--- src/rtl/i2c_regport.sv ---
module i2c_regport #(
  parameter logic [6:0] BASE_ADDR = 7'h2A,
  parameter int         RW        = 16
) (
  input  logic          clk,
  input  logic          rst_n,
  input  logic          en,
  input  logic          addr_sel,
  input  logic          scl_i,
  input  logic          sda_i,
  output logic          sda_oe,
  output logic [7:0]    reg_addr,
  output logic          reg_wr,
  output logic [RW-1:0] reg_wdata,
  input  logic [RW-1:0] reg_rdata
);
  localparam int NB = RW / 8;
  localparam int BW = (NB > 1) ? $clog2(NB) : 1;

  typedef enum logic [2:0] {S_IDLE, S_ADDR, S_PTR, S_WR, S_RD} st_t;

  st_t           st;
  logic [2:0]    scl_q, sda_q;
  logic          sel_l, en_q, ackph, full, rw, nack;
  logic [2:0]    cnt;
  logic [7:0]    sr, ptr;
  logic [BW-1:0] bidx;
  logic [RW-1:0] tx, wbuf;

  wire scl      = scl_q[1];
  wire sda      = sda_q[1];
  wire scl_rise = scl & ~scl_q[2];
  wire scl_fall = ~scl & scl_q[2];
  wire start    = scl & scl_q[2] & ~sda & sda_q[2];
  wire stop     = scl & scl_q[2] & sda & ~sda_q[2];
  wire addr_hit = (sr[7:1] == {BASE_ADDR[6:1], sel_l});
  wire last_b   = (bidx == BW'(NB - 1));

  assign reg_addr = ptr;

  // two synchronizer stages plus one history stage for edge detection
  always_ff @(posedge clk or negedge rst_n)
    if (!rst_n) begin
      scl_q <= 3'b111;
      sda_q <= 3'b111;
    end else begin
      scl_q <= {scl_q[1:0], scl_i};
      sda_q <= {sda_q[1:0], sda_i};
    end

  always_ff @(posedge clk or negedge rst_n)
    if (!rst_n) begin
      en_q  <= 1'b0;
      sel_l <= 1'b0;
    end else begin
      en_q <= en;
      if (en && !en_q) sel_l <= addr_sel;
    end

  always_ff @(posedge clk or negedge rst_n) begin
    if (!rst_n) begin
      st        <= S_IDLE;
      sda_oe    <= 1'b0;
      reg_wr    <= 1'b0;
      reg_wdata <= '0;
      ackph     <= 1'b0;
      full      <= 1'b0;
      rw        <= 1'b0;
      nack      <= 1'b0;
      cnt       <= '0;
      sr        <= '0;
      ptr       <= '0;
      bidx      <= '0;
      tx        <= '0;
      wbuf      <= '0;
    end else begin
      reg_wr <= 1'b0;
      if (reg_wr) ptr <= ptr + 8'd1;
      if (!en) begin
        st     <= S_IDLE;
        sda_oe <= 1'b0;
        ptr    <= '0;
        ackph  <= 1'b0;
        full   <= 1'b0;
      end else if (start) begin
        st     <= S_ADDR;
        sda_oe <= 1'b0;
        cnt    <= '0;
        ackph  <= 1'b0;
        full   <= 1'b0;
        bidx   <= '0;
      end else if (stop) begin
        st     <= S_IDLE;
        sda_oe <= 1'b0;
        ackph  <= 1'b0;
        full   <= 1'b0;
      end else if (st != S_IDLE) begin
        if (!ackph && st != S_RD) begin
          if (scl_rise) begin
            sr  <= {sr[6:0], sda};
            cnt <= cnt + 3'd1;
            if (cnt == 3'd7) full <= 1'b1;
          end else if (scl_fall && full) begin
            full   <= 1'b0;
            ackph  <= 1'b1;
            sda_oe <= 1'b1;
            case (st)
              S_ADDR:
                if (!addr_hit) begin
                  st     <= S_IDLE;
                  sda_oe <= 1'b0;
                  ackph  <= 1'b0;
                end else begin
                  rw   <= sr[0];
                  tx   <= reg_rdata;
                  bidx <= '0;
                end
              S_PTR: begin
                ptr  <= sr;
                bidx <= '0;
              end
              S_WR:
                if (last_b) begin
                  reg_wr    <= 1'b1;
                  reg_wdata <= {wbuf[RW-9:0], sr};
                  bidx      <= '0;
                end else begin
                  wbuf <= {wbuf[RW-9:0], sr};
                  bidx <= bidx + 1'b1;
                end
              default: ;
            endcase
          end
        end else if (ackph && st != S_RD) begin
          if (scl_fall) begin
            ackph  <= 1'b0;
            cnt    <= '0;
            sda_oe <= 1'b0;
            case (st)
              S_ADDR:
                if (rw) begin
                  st     <= S_RD;
                  sda_oe <= ~tx[RW-1];
                end else begin
                  st <= S_PTR;
                end
              S_PTR:   st <= S_WR;
              default: ;
            endcase
          end
        end else if (!ackph) begin
          if (scl_fall) begin
            tx <= tx << 1;
            if (cnt == 3'd7) begin
              sda_oe <= 1'b0;
              ackph  <= 1'b1;
              nack   <= 1'b0;
              cnt    <= '0;
              if (last_b) ptr <= ptr + 8'd1;
            end else begin
              sda_oe <= ~tx[RW-2];
              cnt    <= cnt + 3'd1;
            end
          end
        end else begin
          if (scl_rise) begin
            nack <= sda;
            if (!sda && last_b) tx <= reg_rdata;
          end else if (scl_fall) begin
            ackph <= 1'b0;
            if (nack) begin
              st <= S_IDLE;
            end else begin
              sda_oe <= ~tx[RW-1];
              bidx   <= last_b ? '0 : bidx + 1'b1;
            end
          end
        end
      end
    end
  end
endmodule

--- config.mk ---
export PLATFORM = sky130hd
export DESIGN_NAME = i2c_regport
export DESIGN_NICKNAME = d
export VERILOG_FILES = /design/src/rtl/i2c_regport.sv
export SDC_FILE = /design/constraint.sdc
export NUM_CORES = 1
export LEC_CHECK = 0
export ABC_AREA = 1
export BUFFER_PORTS_ARGS = -buffer_cell sky130_fd_sc_hd__buf_2
export CAP_MARGIN = 15
export CORE_MARGIN = 10
export CORE_UTILIZATION = 63
export CTS_CLUSTER_SIZE = 8
export DETAILED_ROUTE_END_ITERATION = 10
export HOLD_SLACK_MARGIN = 0.03
export PLACE_DENSITY = 0.85
export SYNTH_ARGS = -nofsm -noshare
export SYNTH_HDL_FRONTEND = slang
export SYNTH_SLANG_ARGS = --single-unit
--- constraint.sdc ---
create_clock -name clk -period 3.5 [get_ports clk]
set_input_delay 0.525 -clock clk [delete_from_list [all_inputs] [get_ports clk]]
set_output_delay 0.525 -clock clk [all_outputs]
set_load 0.02 [all_outputs]
## After elaboration in Yosys (flattened, before gate mapping)

Index checks and enable logic that the tools add are counted.

| word-level totals | value |
|---|---|
| register bits after elaboration | 77 |
| input bits | 22 |
| output and inout bits | 26 |
| word-level logic and storage cells | 226 |

| operators by class | value |
|---|---|
| $add $sub $neg | 3 |
| equal/unequal tests | 42 |
| muxes and demuxes | 117 |
| bitwise gates (word level) | 19 |
| reduce and logical (&&, ||, !) cells | 27 |

Operators with widths:

| operator | count |
|---|---|
| two-way mux 16 bit | 10 |
| two-way mux 8 bit | 14 |
| two-way mux 3 bit | 26 |
| two-way mux 1 bit | 65 |
| AND reduction 9 bit | 4 |
| inequality test 6 x 1 -> 1 bit, second input constant | 4 |
| AND reduction 12 bit | 2 |
| inequality test 5 x 2 -> 1 bit, second input constant | 3 |
| inequality test 3 x 1 -> 1 bit, second input constant | 4 |
| inequality test 3 bit, second input constant | 4 |
| inequality test 4 x 1 -> 1 bit, second input constant | 3 |
| inverter 1 bit | 12 |
| AND reduction 6 bit | 2 |
| nonzero test 3 bit | 4 |
| inequality test 5 x 1 -> 1 bit, second input constant | 2 |
| inequality test 5 x 4 -> 1 bit, second input constant | 2 |
| inequality test 5 bit, second input constant | 2 |
| AND reduction 10 bit | 1 |
| adder 8 x 1 -> 8 bit, second input constant | 1 |
| inequality test 2 bit, second input constant | 4 |
| AND reduction 4 bit | 2 |
| AND reduction 8 bit | 1 |
| bitwise AND 1 bit | 7 |
| == test 7 x 6 -> 1 bit | 1 |
| 17 further kinds | 28 |

## Depth between registers and ports, before layout

Gate-level depths: netlist of the first run.

| logic depth | value |
|---|---|
| depth after elaboration | 12 |
| depth in mapped cells | 12 |
| gate-level depth less buffers | 12 |

## Least setup slack after synthesis of the first run

OpenSTA, ideal clock, no wires.

| timing path | value |
|---|---|
| path type | register -> register |
| from | register scl_q[1] |
| to | register tx[14] |
| library setup time | 0.116 ns |
| arrival | 1.518 ns |
| data required time | 3.384 ns |
| path slack | 1.865 ns |
| stages on the path, launching flop included | 9 |
| path buffers | 1 |
| period minus slack after synthesis | 1.635 ns |
| cell sequence | dfstp_2 -> inv_1 -> nor2_2 -> a31oi_1 -> nor3_4 -> nand2_4 -> buf_6 -> nand2_1 -> nand2_1 |

| between the ends | value |
|---|---|
| word-level cells in the longest chain between the ends | 5 |
| elaborated cells between the ends (all ways) | 16 |
| classes of those cells | 3 x eq/ne; 10 x bitwise; 3 x reduce/logical |

Ends and longest elaborated chain:

| element | line | RTL |
|---|---|---|
| from (decl) | 23 | `logic [2:0] scl_q, sda_q;` |
| from (signal assigned) | 47 | `scl_q <= {scl_q[1:0], scl_i};` |
| inverter 1 bit / bitwise AND 1 bit (equally long branches) | 33, 34, 35 |  |
| bitwise AND 1 bit (on tied branches) | 33, 34, 35 |  |
| logical AND 1 bit, or another cell as far along | 103 | `end else if (scl_fall && full) begin` |
| inequality test 2 x 1 -> 1 bit (no source line) / inverter 1 bit (equally long branches) | - |  |
| AND reduction 12 bit (no source line) * | - |  |
| to (signal assigned) | 115 | `tx <= reg_rdata;` |
| to (signal assigned) | 153 | `tx <= tx << 1;` |
| to (signal assigned) | 168 | `if (!sda && last_b) tx <= reg_rdata;` |
| to (decl) | 28 | `logic [RW-1:0] tx, wbuf;` |

Mark *: on every way between the ends. The rest lies on a longest branch, timed or not.
A chain may end at the register's enable or synchronous reset.

## Final worst setup path of the first run

| timing path | value |
|---|---|
| from | register ackph |
| to | register tx[10] |

| between the ends | value |
|---|---|
| word-level cells in the longest chain between the ends | 4 |
| elaborated cells between the ends (all ways) | 15 |
| classes of those cells | 7 x eq/ne; 3 x mux; 5 x reduce/logical |

Ends and longest elaborated chain:

| element | line | RTL |
|---|---|---|
| from (decl) | 24 | `logic sel_l, en_q, ackph, full, rw, nack;` |
| from (signal assigned) | 66 | `ackph <= 1'b0;` |
| from (signal assigned) | 83 | `ackph <= 1'b0;` |
| from (signal assigned) | 89 | `ackph <= 1'b0;` |
| zero test 1 bit | - |  |
| logical AND 1 bit | 98 | `if (!ackph && st != S_RD) begin` |
| inequality test 3 x 1 -> 1 bit (no source line), or another cell as far along | - |  |
| AND reduction 12 bit (no source line) | - |  |

Parallel ways exist; a longest one is shown, timed or not. The select of a mux whose other input is x is not followed.

==> flow_summary.yaml, run 1 <==
place:
  port_buffers: 47
  dp_hpwl_um: 7220
  gp_congestion: 1.01
cells_and_area:
  regArea_mm2: 0.00193
  antenna_cells: 0
  synthToLayoutAreaGrowth_pct: 11.0
  fin_nets: 627
  multi_input_area_mm2: 0.00188
  drive_gt1_frac: 0.142
  nFillCells: 534
outcome:
  status: "complete, no violations"
clock_network:
  clk_latency_ps: 360
  cts_resized: 0
  cts_sinks: 77
  postCtsSetupBuffers: 0
  cts_tree: "done"
  clk_pin_slew_worst_paths_ps: 90
  numCtsBuffers: 9
  cts_root_buf: "clkbuf_8"
  cts_max_path_buffers: 2
  ctsHoldBuffers: 0
  htree_levels: 3
floorplanning:
  ioPinCount: 48
  die_w_um: 101
  start_util: 0.646
  placementRows: 29
  die_y_um: 101
  die-area_mm2: 0.0101
  coreArea_mm2: 0.00635
critical_path:
  cp_max_fo: 17
  cp_cell_sequence: "inv_1 -> nand2_1 -> nor2_4 -> nor3_4 -> nand2_4 -> nand2_1 -> nand2_1"
  cp_common_cell: "nand2_1"
  cp-end-kind: "register"
  crit_arrival_ps: 2600
  critPathKind: "register to register"
  critPathLaunchType: "register"
  reg2reg_to: "tx[10]$_DFFE_PN0P_"
  r2r_slack_ps: 1150
  rr_startpoint: "ackph$_DFFE_PN0P_"
  cp_top_family: "simple AND/OR/NAND/NOR gates"
  critPathRequiredTime_ps: 3750
  critical_path.max_stage_delay_ps: 690
  slowest_stage: "dfrtp_1"
  rr_worst_depth: 7
  cp_num_buf_inv: 1
hold_path:
  min_to: "scl_q[0]$_DFF_PN1_"
  hold_path_depth: 1
  worstHoldStart: "scl_i"
  hold_class: "input pin to register"
timing:
  period_minus_slack_ps: 2350
  finalHoldViolations: 0
  finalMaxSlewViolations: 0
  period_share: 0.672
  setup_viol: 0
  max_freq_mhz: 425
  worstMarginPinSlew_ps: 936
  fin_tns_setup_ps: 0
  finClkSkew_ps: 12.6
  slew_headroom: 0.376
  rsz0062_at_grt: "no"
synth:
  synth_edf_count: 0
  ys_types: 33
  synthesis.area_mm2: 0.00410
  seq_area_frac_synth: 0.472
  synth_ff_type: "dfrtp_1"
  ys_ff_latch: 77
  synth_nets: 583
  async_flop_share: 1.00
  ys_warn_count: 0
  avgSynthCellArea_um2: 7.35
  syn_inst: 558
pwr:
  p_leak_nw: 2.48
  ir_drop_v: 0.000392
  power_mw: 2.18
  powerDensity_mw_per_mm2: 478
route:
  vias: 3797
  drc: 0
  drt_iter0_drc: 249
  first_pass_iters: 5
  ant_nets: 0
  drt_wl_total_um: 9960
  wl_per_cell_um: 14.6
  viasPerCell: 5.55
job:
  maxCapViolations: 0
global_routing:
  gr-usage-all-layers: 0.199
  grt_pass1_vias: 3563
  grt_max_degree: 78
  overflow: 0
  grt_pass1_wl_um: 16800
  antenna_found_initial: 0
[cell usage after synthesis, types with 3 or more instances]
master | count | share of area
a21oi_1 | 9 | 0.011
inv_1 | 47 | 0.043
o21ai_0 | 49 | 0.060
inv_2 | 3 | 0.0027
o21ai_1 | 4 | 0.0049
nor2_4 | 5 | 0.014
buf_6 | 3 | 0.0082
nand2_4 | 3 | 0.0082
nor2_1 | 40 | 0.037
nand3_1 | 50 | 0.061
dfrtp_1 | 71 | 0.43
clkbuf_1 | 3 | 0.0027
nand4_1 | 6 | 0.0092
ha_1 | 3 | 0.0092
buf_2 | 6 | 0.0073
dfstp_2 | 6 | 0.038
nor3_1 | 4 | 0.0049
nand2_1 | 227 | 0.21
[through the flow]
step | area, um^2 | utilization | instances | hold slack, ps | worst slack [ps]
detailed placement | 4340 | 0.684 | 668 | 349 | 1230
global route | 4550 | 0.717 | 684 | 249 | 997
finish | 4550 | 0.717 | 684 | 255 | 1150
floorplan | 4100 | - | 558 | 229 | 1870
CTS | 4550 | 0.717 | 684 | 247 | 1180
global placement | 4340 | 0.684 | 668 | 347 | 1280
[report_power, final]
| group | switching, mW | internal (mW) |
|---|---|---|
| logic | 0.288 | 0.136 |
| clock network | 0.375 | 0.345 |
| registers | 0.0799 | 0.952 |
| total | 0.743 | 1.43 |
[flip-flops by register name, indices dropped and copies added (netlist names)]
name       count
wbuf           8
cnt            3
sr             8
sda_q          3
ackph          1
bidx           1
en_q           1
st             3
sda_oe         1
full           1
nack           1
reg_wdata     16
tx            16
sel_l          1
scl_q          3
rw             1
reg_wr         1
reg_addr       8
[cell usage in the layout (no fill, tap or decap), drive strengths merged]
| master | count |
|---|---|
| nand2 | 231 |
| dfrtp | 71 |
| inv | 55 |
| o21ai | 53 |
| nand3 | 50 |
| buf | 47 |
| nor2 | 46 |
| a21oi | 9 |
| clkbuf | 9 |
| nand4 | 7 |
| dfstp | 6 |
| nor3 | 5 |
| ha | 3 |
| or2 | 2 |
| a31oi | 2 |
| nand3b | 2 |
| o211ai | 1 |
| xor2 | 1 |
| o22ai | 1 |
| xnor2 | 1 |
| clkinv | 1 |
| o21bai | 1 |
| o21a | 1 |
| clkinvlp | 1 |
| bufinv | 1 |
[how the worst max path moves through the flow]
stage	slack, ps	cells after the start	end	from
2_1_floorplan	1870	8	tx[14]$_DFFE_PN0P_	scl_q[1]$_DFF_PN1_
3_3_place_gp	1280	7	tx[15]$_DFFE_PN0P_	ackph$_DFFE_PN0P_
3_5_place_dp	1230	7	tx[0]$_DFFE_PN0P_	ackph$_DFFE_PN0P_
4_1_cts	1180	7	tx[10]$_DFFE_PN0P_	ackph$_DFFE_PN0P_
5_1_grt	1000	7	tx[10]$_DFFE_PN0P_	ackph$_DFFE_PN0P_
6_report	1150	7	tx[10]$_DFFE_PN0P_	ackph$_DFFE_PN0P_
[logic make-up (layout without fill, tap and decap cells)]
| kind of cell | Yosys count | in the layout | share of synthesized area |
|---|---|---|---|
| xor+xnor | 2 | 2 | 0.00427 |
| fa+ha+maj | 3 | 3 | 0.00916 |
| simple gates | 343 | 343 | 0.360 |
| compound gates | 68 | 68 | 0.0858 |
| buf+inv | 65 | 114 | 0.0687 |
| flops | 77 | 77 | 0.472 |
[layout make-up]
cell class	count	share of cell area
multi-input cells	416	0.414
well taps	77	0.0212
inverters	51	0.0421
clock buffers	9	0.0272
clock inverters	7	0.0184
flip-flops and latches	77	0.425
repair buffers	47	0.0522
[metal layers]
layer / vias to the layer above / GRT usage / routed length (um)
li1: 1865 / - / -
met1: 1779 / 0.256 / 4330
met2: 125 / 0.326 / 4840
met3: 28 / 0.0384 / 536
met4: 0 / 0.0685 / 244
met5: - / 0 / 0
[worst reg2reg max path, cell delays in order (launching register included)]
cell and delay [ps]:
dfrtp_1 690, inv_1 270, nand2_1 200, nor2_4 50
nor3_4 580, nand2_4 240, nand2_1 150, nand2_1 70
Power figures use the tool's default switching activity.
==> inputs of run 2 (changes only) <==
Settings changed: CORE_UTILIZATION 63 to 58, PLACE_DENSITY 0.85 to 0.79.
Clock period 3.5 ns to 2.5 ns, I/O delays scaled along.
==> flow_summary.yaml, run 2 (synthesis gave the netlist of run 1 again) <==
outcome:
  status: "complete, no violations"
global_routing:
  top_usage_layer: "met2"
  grt_max_degree: 42
  overflow: 0
  met1_usage: 0.217
  grt_pass1_wl_um: 16600
  met2_usage: 0.299
  grt_use_met3: 0.0458
  gr-usage-all-layers: 0.182
  antenna_found_initial: 0
  grt_pass1_vias: 3608
timing:
  period_share: 0.802
  worstMarginPinSlew_ps: 520
  rsz0062_at_grt: "no"
  finalMaxSlewViolations: 0
  fin_tns_setup_ps: 0
  max_freq_mhz: 499
  slew_headroom: 0.653
  final.setup.worst_slack_ps: 494
  finClkSkew_ps: 12.6
  period_minus_slack_ps: 2010
  setup_viol: 0
  finalHoldViolations: 0
critical_path:
  cp_max_fo: 25
  rr_worst_depth: 8
  critical_path.max_stage_delay_ps: 550
  critPathRequiredTime_ps: 2800
  critPathLaunchType: "register"
  crit_arrival_ps: 2310
  cp_common_cell: "nand2_1"
  critPathKind: "register to register"
  cp_cell_sequence: "inv_1 -> nand4_1 -> nand2_1 -> nor2_4 -> nand4_4 -> clkinv_1 -> nand2_1 -> nand2_1"
  cp-end-kind: "register"
  slowest_stage: "dfstp_2"
pwr:
  power_mw: 3.05
  p_leak_nw: 2.52
  ir_drop_v: 0.000394
  powerDensity_mw_per_mm2: 659
clock_network:
  cts_max_path_buffers: 2
  clk_pin_slew_worst_paths_ps: 90
  cts_root_buf: "clkbuf_8"
  htree_levels: 3
  cts_sinks: 77
  numCtsBuffers: 9
  cts_tree: "done"
  clk_latency_ps: 360
route:
  viasPerCell: 5.28
  ant_nets: 0
  drt_iter0_drc: 174
  vias: 3739
  wl_per_cell_um: 13.6
  first_pass_iters: 5
  drt_wl_total_um: 9630
  drc: 0
cells_and_area:
  drive_gt1_frac: 0.147
  final_cell_mix: "nand2_1 (227), dfrtp_1 (71), nand3_1 (50), o21ai_0 (49), inv_1 (47)"
  final_common_cell: "nand2_1"
  nFillCells: 647
  synthToLayoutAreaGrowth_pct: 13.0
  reg_top3: "reg_wdata x16, tx x16"
  antenna_cells: 0
  fin_nets: 632
floorplanning:
  ioPinCount: 48
  coreArea_mm2: 0.00683
  placementRows: 30
  die_w_um: 104
  die_y_um: 104
  die-area_mm2: 0.0108
  start_util: 0.600
place:
  port_buffers: 47
  dp_hpwl_um: 7160
  gp_congestion: 1.03
  preCtsSetupSlack_ps: 531
hold_path:
  hold_path_depth: 1
  hold_class: "input pin to register"
job:
  maxCapViolations: 0
==> run 2: cell count changes in the layout (fill, tap and decap cells not counted), sizes merged <==
cell	delta
buf	+4
clkbuf	+1
clkinv	+1
clkinvlp	-1
dlygate4sd3	+1
inv	-1
==> run 2: final timing paths <==
check                                   start                   endpoint  slack (ps)
max                        sda_q[1]$_DFF_PN1_  reg_wdata[11]$_DFFE_PN0P_         490
min                                     sda_i         sda_q[0]$_DFF_PN1_         110
max reg2reg                sda_q[1]$_DFF_PN1_  reg_wdata[11]$_DFFE_PN0P_         490
min reg2reg                sda_q[0]$_DFF_PN1_         sda_q[1]$_DFF_PN1_         360
max in group asynchronous               rst_n          ackph$_DFFE_PN0P_        1420
min in group asynchronous               rst_n  reg_wdata[10]$_DFFE_PN0P_         500
==> run 2: power by group <==
group	internal, mW	total [mW]	switching, mW	leakage, nW
registers	1.33	1.43	0.0923	1.04
clock network	0.508	1.01	0.504	0.110
logic	0.204	0.617	0.413	1.37
total	2.04	3.05	1.01	2.52
==> run 2: area by class of cell <==
class                   count  area, um^2  area share
flip-flops and latches     77        1930       0.417
inverters                  51         191      0.0413
multi-input cells         416        1880       0.407
well taps                  96         120      0.0259
clock buffers              10         138      0.0297
repair buffers             52         290      0.0626
clock inverters             6        76.3      0.0165
==> run 2: timing repair <==
action / CTS / global route
endpoints found under the setup margin: 0 / 0
gates resized for setup: 0 / 0
setup buffers: 0 / 0
endpoints found under the hold margin: 30 / 0
hold buffers: 1 / 0
==> run 2: layer usage <==
layer	vias up	wire, um
li1	1878	-
met4	0	283
met2	97	4610
met5	-	0
met1	1741	4200
met3	23	531
==> run 2: stage by stage <==
step	hold WS [ps]	cells	utilization	instance area (um^2)
after CTS	100	708	0.678	4630
after global routing	102	708	0.678	4630
final	112	708	0.678	4630
after floorplan	79.4	558	-	4100
after detailed placement	349	691	0.646	4410
after global placement	346	691	0.646	4410
==> run 2: worst max-delay path, delay by kind of cell, from the launching register on <==
family,cells,cell delay (ps)
simple gates,6,1020
flops,1,550
buf+inv,2,380
==> inputs of run 3 (changes only) <==
Settings changed: ABC_AREA 1 to 0, CORE_UTILIZATION 58 to 53, PLACE_DENSITY 0.79 to 0.76.
Clock period 2.5 ns to 1.8 ns, I/O delays scaled along.
==> flow_summary.yaml, run 3 <==
clock_network:
  cts_max_path_buffers: 2
  numCtsBuffers: 9
  cts_tree: "done"
  htree_levels: 3
  cts_root_buf: "clkbuf_8"
  clk_latency_ps: 370
  cts_sinks: 77
  clk_pin_slew_worst_paths_ps: 90
synth:
  avgSynthCellArea_um2: 12.1
  synth_most_common_cell: "dfrtp_1"
  ys_warn_count: 0
  async_flop_share: 1.00
  synth_top_area_frac: 0.437
  yosys-top-cells-area: "dfrtp_1 (44%), mux2_2 (12%), mux2_4 (7.0%)"
  synth_edf_count: 0
  synth.top_cells.by_count: "dfrtp_1 (71), mux2_2 (44), mux2_4 (19)"
  syn_inst: 335
  ys_ff_latch: 77
  synthesis.area_mm2: 0.00407
  yosys.area_share.adder: 0.00922
  ys_types: 63
  seq_area_frac_synth: 0.475
  synth-simple-area-share: 0.142
  yosys-mux-area-fraction: 0.215
  synth_compound_area_frac: 0.0996
  synth_top_area_cell: "dfrtp_1"
  synth_ff_type: "dfrtp_1"
  synth_nets: 360
  synth_top_family_by_area: "multiplexers"
  synth_xor_area_frac: 0.0258
cells_and_area:
  final_common_cell: "buf_4"
  reg_top3: "reg_wdata x16, tx x16"
  final_cell_mix: "buf_4 (70), dfrtp_1 (68), buf_2 (46), mux2_2 (39), mux2_4 (25)"
  antenna_cells: 0
  fin_nets: 494
  synthToLayoutAreaGrowth_pct: 40.3
  drive_gt1_frac: 0.591
  final_util: 0.775
hold_path:
  min_to: "en_q$_DFF_PN0_"
  worstHoldStart: "en"
  hold_class: "input pin to register"
  hold_path_depth: 1
route:
  vias: 3335
  drc: 0
  ant_nets: 0
  drt_wl_total_um: 11400
  first_pass_iters: 4
  drt_iter0_drc: 200
  wl_per_cell_um: 19.8
  viasPerCell: 5.82
timing:
  worstMarginPinSlew_ps: 458
  finalMaxSlewViolations: 0
  finClkSkew_ps: 16.6
  rsz0062_at_grt: "yes"
  period_minus_slack_ps: 2020
  finalHoldViolations: 0
  setup_viol: 66
  timing.hold.ws_ps: 56.6
  period_share: 1.12
  final.setup.worst_slack_ps: -221
  max_freq_mhz: 495
  slew_headroom: 0.695
critical_path:
  cp_cell_sequence: "and4b_1 -> or3_4 -> nor2_8 -> o211ai_4 -> clkbuf_16 -> mux2_4"
  cp_max_fo: 8
  crit_arrival_ps: 2270
  rr_worst_depth: 6
  cp_num_buf_inv: 1
  cp-end-kind: "register"
  critPathLaunchType: "register"
  critPathKind: "register to register"
  r2r_slack_ps: -220
  cp_top_family: "simple AND/OR/NAND/NOR gates"
  rr_startpoint: "sda_q[2]$_DFF_PN1_"
  slowest_stage: "dfstp_2"
  reg2reg_to: "tx[6]$_DFFE_PN0P_"
  critPathRequiredTime_ps: 2050
  critical_path.max_stage_delay_ps: 530
global_routing:
  grt_pass1_vias: 3486
  grt_pass1_wl_um: 17700
  gr-usage-all-layers: 0.190
  antenna_found_initial: 0
  grt_max_degree: 54
  overflow: 0
place:
  dp_hpwl_um: 7470
  gp_congestion: 0.989
  port_buffers: 47
floorplanning:
  die_y_um: 108
  coreArea_mm2: 0.00737
  die_w_um: 108
  die-area_mm2: 0.0116
  ioPinCount: 48
  placementRows: 31
  start_util: 0.552
outcome:
  status: "complete, but fails checks"
  violations: "setup timing"
pwr:
  p_leak_nw: 2.82
  powerDensity_mw_per_mm2: 678
  power_mw: 3.87
  ir_drop_v: 0.000589
job:
  maxCapViolations: 0
[run 3: changes by cell type in the layout (fill, tap and decap cells not counted), sizes merged, moves of 6 or more]
| cell | before | now |
|---|---|---|
| xnor2 | 1 | 7 |
| nand2 | 231 | 14 |
| nor2b | 0 | 6 |
| mux2 | 0 | 68 |
| nor2 | 46 | 16 |
| o21ai | 53 | 11 |
| inv | 54 | 12 |
| nand3 | 50 | 9 |
| buf | 51 | 136 |
[run 3: final cells by class]
class,count,area [um^2]
Clock buffer,9,124
Clock inverter,7,92.6
Fill cell,435,1660
Inverter,9,33.8
Multi-Input combinational cell,232,2320
Sequential cell,77,1940
Tap cell,99,124
Timing Repair Buffer,140,1080
[run 3: worst reg2reg max path, stage by stage (launching register included)]
cell	delay [ps]
dfstp_2	530
and4b_1	210
or3_4	410
nor2_8	150
o211ai_4	130
clkbuf_16	190
mux2_4	290
[run 3: stage by stage]
step / area [um^2] / std cells / setup TNS (ps) / setup slack [ps]
2_1_floorplan: 4120 / 335 / -11080 / -327
3_3_place_gp: 4900 / 530 / -10030 / -277
6_report: 5710 / 573 / -10540 / -221
4_1_cts: 5550 / 568 / -8410 / -193
5_1_grt: 5710 / 573 / -14450 / -276
3_5_place_dp: 4900 / 530 / -12490 / -358
[run 3: worst max path at each step]
stage | startpoint | end | slack, ps | depth (start not counted)
after CTS | sda_q[1]$_DFF_PN1_ | tx[11]$_DFFE_PN0P_ | -190 | 6
after detailed placement | scl_q[1]$_DFF_PN1_ | tx[1]$_DFFE_PN0P_ | -360 | 4
after global routing | sda_q[1]$_DFF_PN1_ | tx[15]$_DFFE_PN0P_ | -280 | 6
after floorplan | sda_q[1]$_DFF_PN1_ | reg_wdata[0]$_DFFE_PN0P_ | -330 | 7
final | sda_q[2]$_DFF_PN1_ | tx[6]$_DFFE_PN0P_ | -220 | 6
after global placement | scl_q[1]$_DFF_PN1_ | tx[4]$_DFFE_PN0P_ | -280 | 4
[run 3: routing by layer]
layer | GRT usage | vias to the layer above | part of all wire
li1 | - | 1515 | -
met4 | 0.0763 | 0 | 0.019
met2 | 0.298 | 141 | 0.49
met1 | 0.245 | 1656 | 0.43
met3 | 0.0491 | 23 | 0.066
met5 | 0 | - | 0
[run 3: kinds of logic after synthesis]
| logic type | Yosys count |
|---|---|
| AND/OR/NAND/NOR | 88 |
| flip-flops | 77 |
| multiplexers | 72 |
| AO/OA/AOI/OAI | 56 |
| buffers and inverters | 27 |
| XOR/XNOR | 12 |
| adder cells (fa/ha/maj) | 3 |
[run 3: where the power goes]
part           internal, mW  switching (mW)  leakage, nW  total (mW)
Clock                 0.677           0.753        0.109        1.43
Combinational         0.298           0.304         1.67       0.602
Sequential             1.79          0.0469         1.04        1.84
Total                  2.76            1.10         2.82        3.87
[run 3: repair_timing]
action                                 4_1_cts  5_1_grt
endpoints found under the hold margin       26        0
cloned                                       0        2
setup endpoints to repair                   67       68
hold buffers                                 3        0
setup buffers                               20        5
gates resized for setup                     52       30
pin swaps                                   24       10
